===== src/rtl/ivt_dispatch_pkg.sv =====
package ivt_dispatch_pkg;

  typedef enum logic [1:0] {
    ST_IDLE = 2'd0,
    ST_RD_OFS = 2'd1,
    ST_RD_SEG = 2'd2,
    ST_DONE = 2'd3
  } vecState_t;

  typedef struct packed {
    logic loadType;
    logic capOfs;
    logic commit;
    logic selSeg;
  } vecStrb_t;

endpackage


===== src/rtl/ivt_dispatch_ctrl.sv =====
module ivt_dispatch_ctrl
  import ivt_dispatch_pkg::*;
(
  input  logic     clk,
  input  logic     rstN,
  input  logic     startReq,
  input  logic     memAck,
  output logic     memReq,
  output logic     busy,
  output logic     done,
  output vecStrb_t strb
);

  vecState_t state, stateNxt;

  always_ff @(posedge clk) begin
    if (!rstN) state <= ST_IDLE;
    else       state <= stateNxt;
  end

  always_comb begin
    stateNxt = state;
    strb     = '0;
    memReq   = 1'b0;
    unique case (state)
      ST_IDLE: begin
        if (startReq) begin
          strb.loadType = 1'b1;
          stateNxt      = ST_RD_OFS;
        end
      end
      ST_RD_OFS: begin
        memReq = 1'b1;
        if (memAck) begin
          strb.capOfs = 1'b1;
          stateNxt    = ST_RD_SEG;
        end
      end
      ST_RD_SEG: begin
        memReq      = 1'b1;
        strb.selSeg = 1'b1;
        if (memAck) begin
          strb.commit = 1'b1;
          stateNxt    = ST_DONE;
        end
      end
      ST_DONE: stateNxt = ST_IDLE;
      default: stateNxt = ST_IDLE;
    endcase
  end

  assign busy = (state != ST_IDLE);
  assign done = (state == ST_DONE);

  AST_DONE_ONE_CYCLE: assert property (@(posedge clk) disable iff (!rstN)
    done |=> !done);
  AST_REQ_HELD: assert property (@(posedge clk) disable iff (!rstN)
    (memReq && !memAck) |=> memReq);
  AST_NO_READ_AFTER_DONE: assert property (@(posedge clk) disable iff (!rstN)
    done |=> !memReq);
  AST_DONE_BUSY: assert property (@(posedge clk) disable iff (!rstN)
    done |-> busy);

endmodule


===== src/rtl/ivt_dispatch_dpath.sv =====
module ivt_dispatch_dpath
  import ivt_dispatch_pkg::*;
#(
  parameter int TYPE_W    = 8,
  parameter int WORD_W    = 16,
  parameter int ADDR_W    = 20,
  parameter int SEG_SHIFT = 4,
  parameter logic [WORD_W-1:0] RESET_CS = 16'hFFFF,
  parameter logic [WORD_W-1:0] RESET_IP = 16'h0000
) (
  input  logic              clk,
  input  logic              rstN,
  input  vecStrb_t          strb,
  input  logic [TYPE_W-1:0] intType,
  input  logic [WORD_W-1:0] memData,
  output logic [ADDR_W-1:0] memAddr,
  output logic [WORD_W-1:0] codeSeg,
  output logic [WORD_W-1:0] instrOfs,
  output logic [ADDR_W-1:0] fetchAddr
);

  localparam int SLOT_BITS = 2;                       // two words of two bytes
  localparam int PAD_W     = ADDR_W - TYPE_W - SLOT_BITS;
  localparam int SEGX_W    = WORD_W + SEG_SHIFT;

  logic [TYPE_W-1:0] typeReg;
  logic [WORD_W-1:0] ofsTmp;
  logic [SEGX_W-1:0] segShifted;

  always_ff @(posedge clk) begin
    if (!rstN) begin
      typeReg  <= '0;
      ofsTmp   <= '0;
      codeSeg  <= RESET_CS;
      instrOfs <= RESET_IP;
    end else begin
      if (strb.loadType) typeReg <= intType;
      if (strb.capOfs)   ofsTmp  <= memData;
      if (strb.commit) begin
        instrOfs <= ofsTmp;
        codeSeg  <= memData;
      end
    end
  end

  assign memAddr    = {{PAD_W{1'b0}}, typeReg, strb.selSeg, 1'b0};
  assign segShifted = {codeSeg, {SEG_SHIFT{1'b0}}};
  assign fetchAddr  = ADDR_W'(segShifted) + ADDR_W'(instrOfs);

  AST_REGS_ATOMIC: assert property (@(posedge clk) disable iff (!rstN)
    !strb.commit |=> ($stable(codeSeg) && $stable(instrOfs)));
  AST_TYPE_HELD: assert property (@(posedge clk) disable iff (!rstN)
    !strb.loadType |=> $stable(typeReg));

endmodule


===== src/rtl/ivt_dispatch.sv =====
module ivt_dispatch
  import ivt_dispatch_pkg::*;
#(
  parameter int TYPE_W = 8,
  parameter int WORD_W = 16,
  parameter int ADDR_W = 20
) (
  input  logic              clk,
  input  logic              rstN,
  input  logic              startReq,
  input  logic [TYPE_W-1:0] intType,
  output logic              memReq,
  output logic [ADDR_W-1:0] memAddr,
  input  logic              memAck,
  input  logic [WORD_W-1:0] memData,
  output logic              busy,
  output logic              done,
  output logic [WORD_W-1:0] codeSeg,
  output logic [WORD_W-1:0] instrOfs,
  output logic [ADDR_W-1:0] fetchAddr
);

  vecStrb_t strb;

  ivt_dispatch_ctrl ctrl_i (
    .clk      (clk),
    .rstN     (rstN),
    .startReq (startReq),
    .memAck   (memAck),
    .memReq   (memReq),
    .busy     (busy),
    .done     (done),
    .strb     (strb)
  );

  ivt_dispatch_dpath #(
    .TYPE_W (TYPE_W),
    .WORD_W (WORD_W),
    .ADDR_W (ADDR_W)
  ) dpath_i (
    .clk       (clk),
    .rstN      (rstN),
    .strb      (strb),
    .intType   (intType),
    .memData   (memData),
    .memAddr   (memAddr),
    .codeSeg   (codeSeg),
    .instrOfs  (instrOfs),
    .fetchAddr (fetchAddr)
  );

  AST_ADDR_STABLE: assert property (@(posedge clk) disable iff (!rstN)
    (memReq && !memAck) |=> $stable(memAddr));

endmodule


===== config.mk =====
export PLATFORM = sky130hd
export DESIGN_NAME = ivt_dispatch
export DESIGN_NICKNAME = d
export VERILOG_FILES = /design/src/rtl/ivt_dispatch_pkg.sv /design/src/rtl/ivt_dispatch_ctrl.sv /design/src/rtl/ivt_dispatch_dpath.sv /design/src/rtl/ivt_dispatch.sv
export SDC_FILE = /design/constraint.sdc
export NUM_CORES = 1
export LEC_CHECK = 0
export ABC_CLOCK_PERIOD_IN_PS = 1800
export BUFFER_PORTS_ARGS = -buffer_cell sky130_fd_sc_hd__buf_2
export CAP_MARGIN = 10
export CORE_AREA = 2 2 76 96
export CTS_CLUSTER_SIZE = 28
export DETAILED_ROUTE_END_ITERATION = 12
export DIE_AREA = 0 0 78 98
export MAX_ROUTING_LAYER = met4
export PLACE_DENSITY_LB_ADDON = 0.12
export SYNTH_ARGS = -nofsm -noshare
export SYNTH_HDL_FRONTEND = slang
export SYNTH_SLANG_ARGS = --single-unit

===== constraint.sdc =====
create_clock -name clk -period 1.8 [get_ports clk]
set_input_delay 0.18 -clock clk [delete_from_list [all_inputs] [get_ports clk]]
set_output_delay 0.18 -clock clk [all_outputs]
set_load 0.01 [all_outputs]

==> tab_implementation.tex <==
\begin{tabular}{lr}
\hline
Metric & Value \\
\hline
\multicolumn{2}{l}{\textbf{Placement}} \\
Number of cells after detailed placement & 581 \\
Number of I/O port buffers & 91 \\
HPWL Detailed & between 5000 and 6000 um \\
Worst-case setup slack after placement & -295 ps \\
Placer's final routability congestion estimate & between 0.8 and 0.9 \\
\multicolumn{2}{l}{\textbf{Route}} \\
Metal3 WL & approximately 430 um \\
Total number of vias & about 3,000 \\
DRT Pass-1 Iters & 4 \\
Wire length per cell & around 13 um \\
Highest routed metal layer & met4 \\
DRC Markers & 0 \\
Count of routing violations after the opening detailed-route iteration & about 120 \\
Metal-1 WL & around 3500 um \\
Total Wirelength & $\sim$7800 um \\
Antenna-violating nets left & 0 \\
Routed met2 length & around 3800 um \\
Average vias per placed instance & slightly below 5 \\
\multicolumn{2}{l}{\textbf{STA}} \\
Min cycle time layout & 2410 ps \\
Total setup violations reported at the end of the flow & 14 \\
Number of pins exceeding their max-slew limit in the final report & 0 \\
Post-route fraction of the period consumed by the critical path & 134\% \\
F\_max & 0.416 GHz \\
Worst Hold Margin & between 70 and 80 ps \\
Slew at the pin closest to its max-slew limit & between 600 and 700 ps \\
Clock Skew & $\sim$9.9 ps \\
Setup repair after global routing missed its margin & true \\
Final Worst Setup Slack & -605 ps \\
Worst rel slew slack & around 55\% \\
Number of failing hold endpoints at the final stage & 0 \\
\multicolumn{2}{l}{\textbf{Clock network}} \\
Maximum clock insertion buffer count & 2 \\
Clock tree from TritonCTS & built \\
Clock latency on the worst-skew pair & approximately 340 ps \\
Worst-path clk slew & 60 ps \\
Clk sink count & between 50 and 60 \\
Number of hold-repair buffers added at the cts stage & 0 \\
H-tree depth & 3 \\
Clk Tree Root Cell & clkbuf\_8 \\
Total clock buffers created by CTS & 9 \\
\multicolumn{2}{l}{\textbf{Synth}} \\
Portion of the post-synthesis area used by sequential elements & 39.7\% \\
Cell type contributing the most total cell area after synthesis & dfxtp\_1 \\
Post-synthesis register bit count & 58 \\
Async set or reset register ratio after synthesis & 0\% \\
Synthesized netlist cell count & 370 \\
Top area cells in the synthesized netlist & dfxtp\_1 40\%, nand2\_1 15\%, ha\_1 7.3\% \\
Average cell area after synthesis & approximately 7.9 sq um \\
Number of unique standard cell types used by synthesis & 40 \\
Number of flops mapped to enable cells by yosys & 0 \\
Yosys warnings & 0 \\
Post-synth top area share & approximately two fifths \\
Post-synth design cell area & 2920 sq um \\
Most used flip-flop cell after synthesis & dfxtp\_1 \\
\multicolumn{2}{l}{\textbf{Layout}} \\
Most common library cell in the layout ignoring fill and taps & nand2\_1 \\
Area growth from synthesis to final layout & 42.8\% \\
Number of nets in the layout & 557 \\
Share of layout cells above drive strength 1 & between 30\% and 40\% \\
Post-layout utilization of the core & approximately three fifths \\
Most frequent cells in the layout & 113 x nand2\_1, 90 x buf\_2, 59 x buf\_4 \\
Antenna cells & 0 \\
Filler Cell Count & between 600 and 700 \\
Layout Cells excl Fill & 606 \\
\multicolumn{2}{l}{\textbf{Run}} \\
Count of max-cap constraint violations & 0 \\
\multicolumn{2}{l}{\textbf{Setup path}} \\
Maximum fanout along the worst path & 3 \\
Crit Path Class & register to output port \\
Critical path buffers and inverters & 2 \\
Ordered list of cells on the worst path & ha\_4 > fa\_2 > a21oi\_4 > o211ai\_1 > buf\_4 > a211oi\_2 > a31oi\_1 > nand2\_1 > buf\_2 \\
CP required & $\sim$1600 ps \\
Critical path's largest stage delay & about 380 ps \\
Master of the slowest instance on the critical path & fa\_2 \\
Critical path endpoint category & output port \\
Delay-heaviest family, CP & compound AO/OA/AOI/OAI gates \\
Critical path startpoint category & register \\
Data arrival time of the critical path & between 2000 and 2500 ps \\
\multicolumn{2}{l}{\textbf{Die}} \\
Effective utilization at floorplan & a little over two fifths \\
I/O pin count & 103 \\
Die boundary width & 78 um \\
Std-Cell Core Area & around 6800 sq um \\
Standard-cell row count & 34 \\
Vertical die dimension & 98 um \\
Area enclosed by the die boundary & 7640 sq um \\
\multicolumn{2}{l}{\textbf{Status}} \\
Result of the run & finished, violations left \\
Violations in the final reports & setup timing \\
\multicolumn{2}{l}{\textbf{Global route}} \\
GRT Resource Usage Total & a little over a fifth \\
Number of global-route vias before repair & 2,749 \\
Final global-route overflow total & 0 \\
Initial antenna violation count & 0 \\
Wire length of the first global-routing pass & 12,700 um \\
Pin count of the biggest net entering global routing & between 40 and 50 \\
\multicolumn{2}{l}{\textbf{Worst hold path}} \\
Path type of the worst min-delay path & primary input to register \\
\multicolumn{2}{l}{\textbf{Power and ir drop}} \\
Static Leak & 1.89 nW \\
IR Drop Worst-Case VDD & between 0.7 and 0.8 mV \\
PwrDens & $\sim$1000 nW/um\^{}2 \\
\hline
\end{tabular}
per-stage QoR:
step                      TNS [ps]  instance area [sq um]  total power [mW]
after floorplan               -325                   3050              2.59
after global placement       -1670                   3850              3.22
after detailed placement     -1880                   3850              3.25
after CTS                    -5660                   4120              4.34
after global routing         -7100                   4170              4.63
final                        -5750                   4170              4.34
state kept, by name (all words and copies together), names as in the netlist:
signal,cells
ctrl_i.state,2
dpath_i.codeSeg,16
dpath_i.instrOfs,16
dpath_i.ofsTmp,16
dpath_i.typeReg,8
synth_stat cells, types with 2 or more instances:
library cell  instances
o21a_1                2
o21ai_0               5
dfxtp_1              58
inv_1                 7
xor2_1                3
a21oi_1              32
a31oi_1               2
nor3b_1               4
xnor2_1               7
nand3_1              26
clkbuf_1             18
nor2b_1               3
nor2_1                3
and2_1                2
nand2_1             114
buf_4                16
ha_1                 17
o211ai_1              3
nor3_1                3
a211oi_1              2
a21boi_0             24
cell families (layout without fill, tap and decap cells):
kind of cell | Yosys count | in the layout | synth area share, %
flip-flops | 58 | 58 | 39.7
AO/OA/AOI/OAI | 80 | 80 | 18.0
other | 1 | 11 | 0.128
buffers and inverters | 42 | 178 | 7.45
AND/OR/NAND/NOR | 160 | 160 | 23.4
adder cells (fa/ha/maj) | 18 | 18 | 7.97
multiplexers | 1 | 1 | 0.343
XOR/XNOR | 10 | 10 | 3.00
cell type report:
| cell class | instances | area, sq um | share of cell area, % |
|---|---|---|---|
| Multi-Input combinational cell | 280 | 1730 | 41.5 |
| Sequential cell | 58 | 1180 | 28.2 |
| Timing Repair Buffer | 154 | 958 | 23.0 |
| Clock buffer | 13 | 149 | 3.57 |
| Tap cell | 90 | 113 | 2.70 |
| Inverter | 8 | 30.0 | 0.720 |
| Clock inverter | 3 | 15.0 | 0.360 |
where the power goes:
group	switching [mW]	internal [mW]	total, mW
Combinational	0.913	0.808	1.72
Sequential	0.126	1.47	1.59
Clock	0.498	0.531	1.03
worst reg2reg max path, cell delays in order, from the launching register on:
cell and delay, ps:
dfxtp_1 340, inv_1 110, ha_1 180, and2_1 510, nand2_1 120, a21boi_0 200
per-layer routing:
layer / global-route usage (%) / vias to the layer above
li1: - / 1510
met1: 26.3 / 1381
met2: 34.1 / 92
met3: 5.36 / 8
met4: 6.34 / 0
met5: - / -
final timing paths:
kind | start | to | slack, ps | cells past startpoint
setup / recovery | dpath_i.instrOfs[4] | fetchAddr[18] | -610 | 9
hold / removal | memData[11] | dpath_i.codeSeg[11] | 80 | 3
setup reg to reg | ctrl_i.state[1] | dpath_i.ofsTmp[4] | 250 | 5
hold reg to reg | dpath_i.ofsTmp[5] | dpath_i.instrOfs[5] | 450 | 2
what timing repair did:
| action | CTS | global route |
|---|---|---|
| resized for setup | 16 | 5 |
| buffers inserted | 5 | 4 |
| cloned | 0 | 0 |
| endpoints found under the setup margin | 14 | 14 |
| pin swaps | 15 | 6 |
No activity file was read; power rests on OpenSTA's default activity.
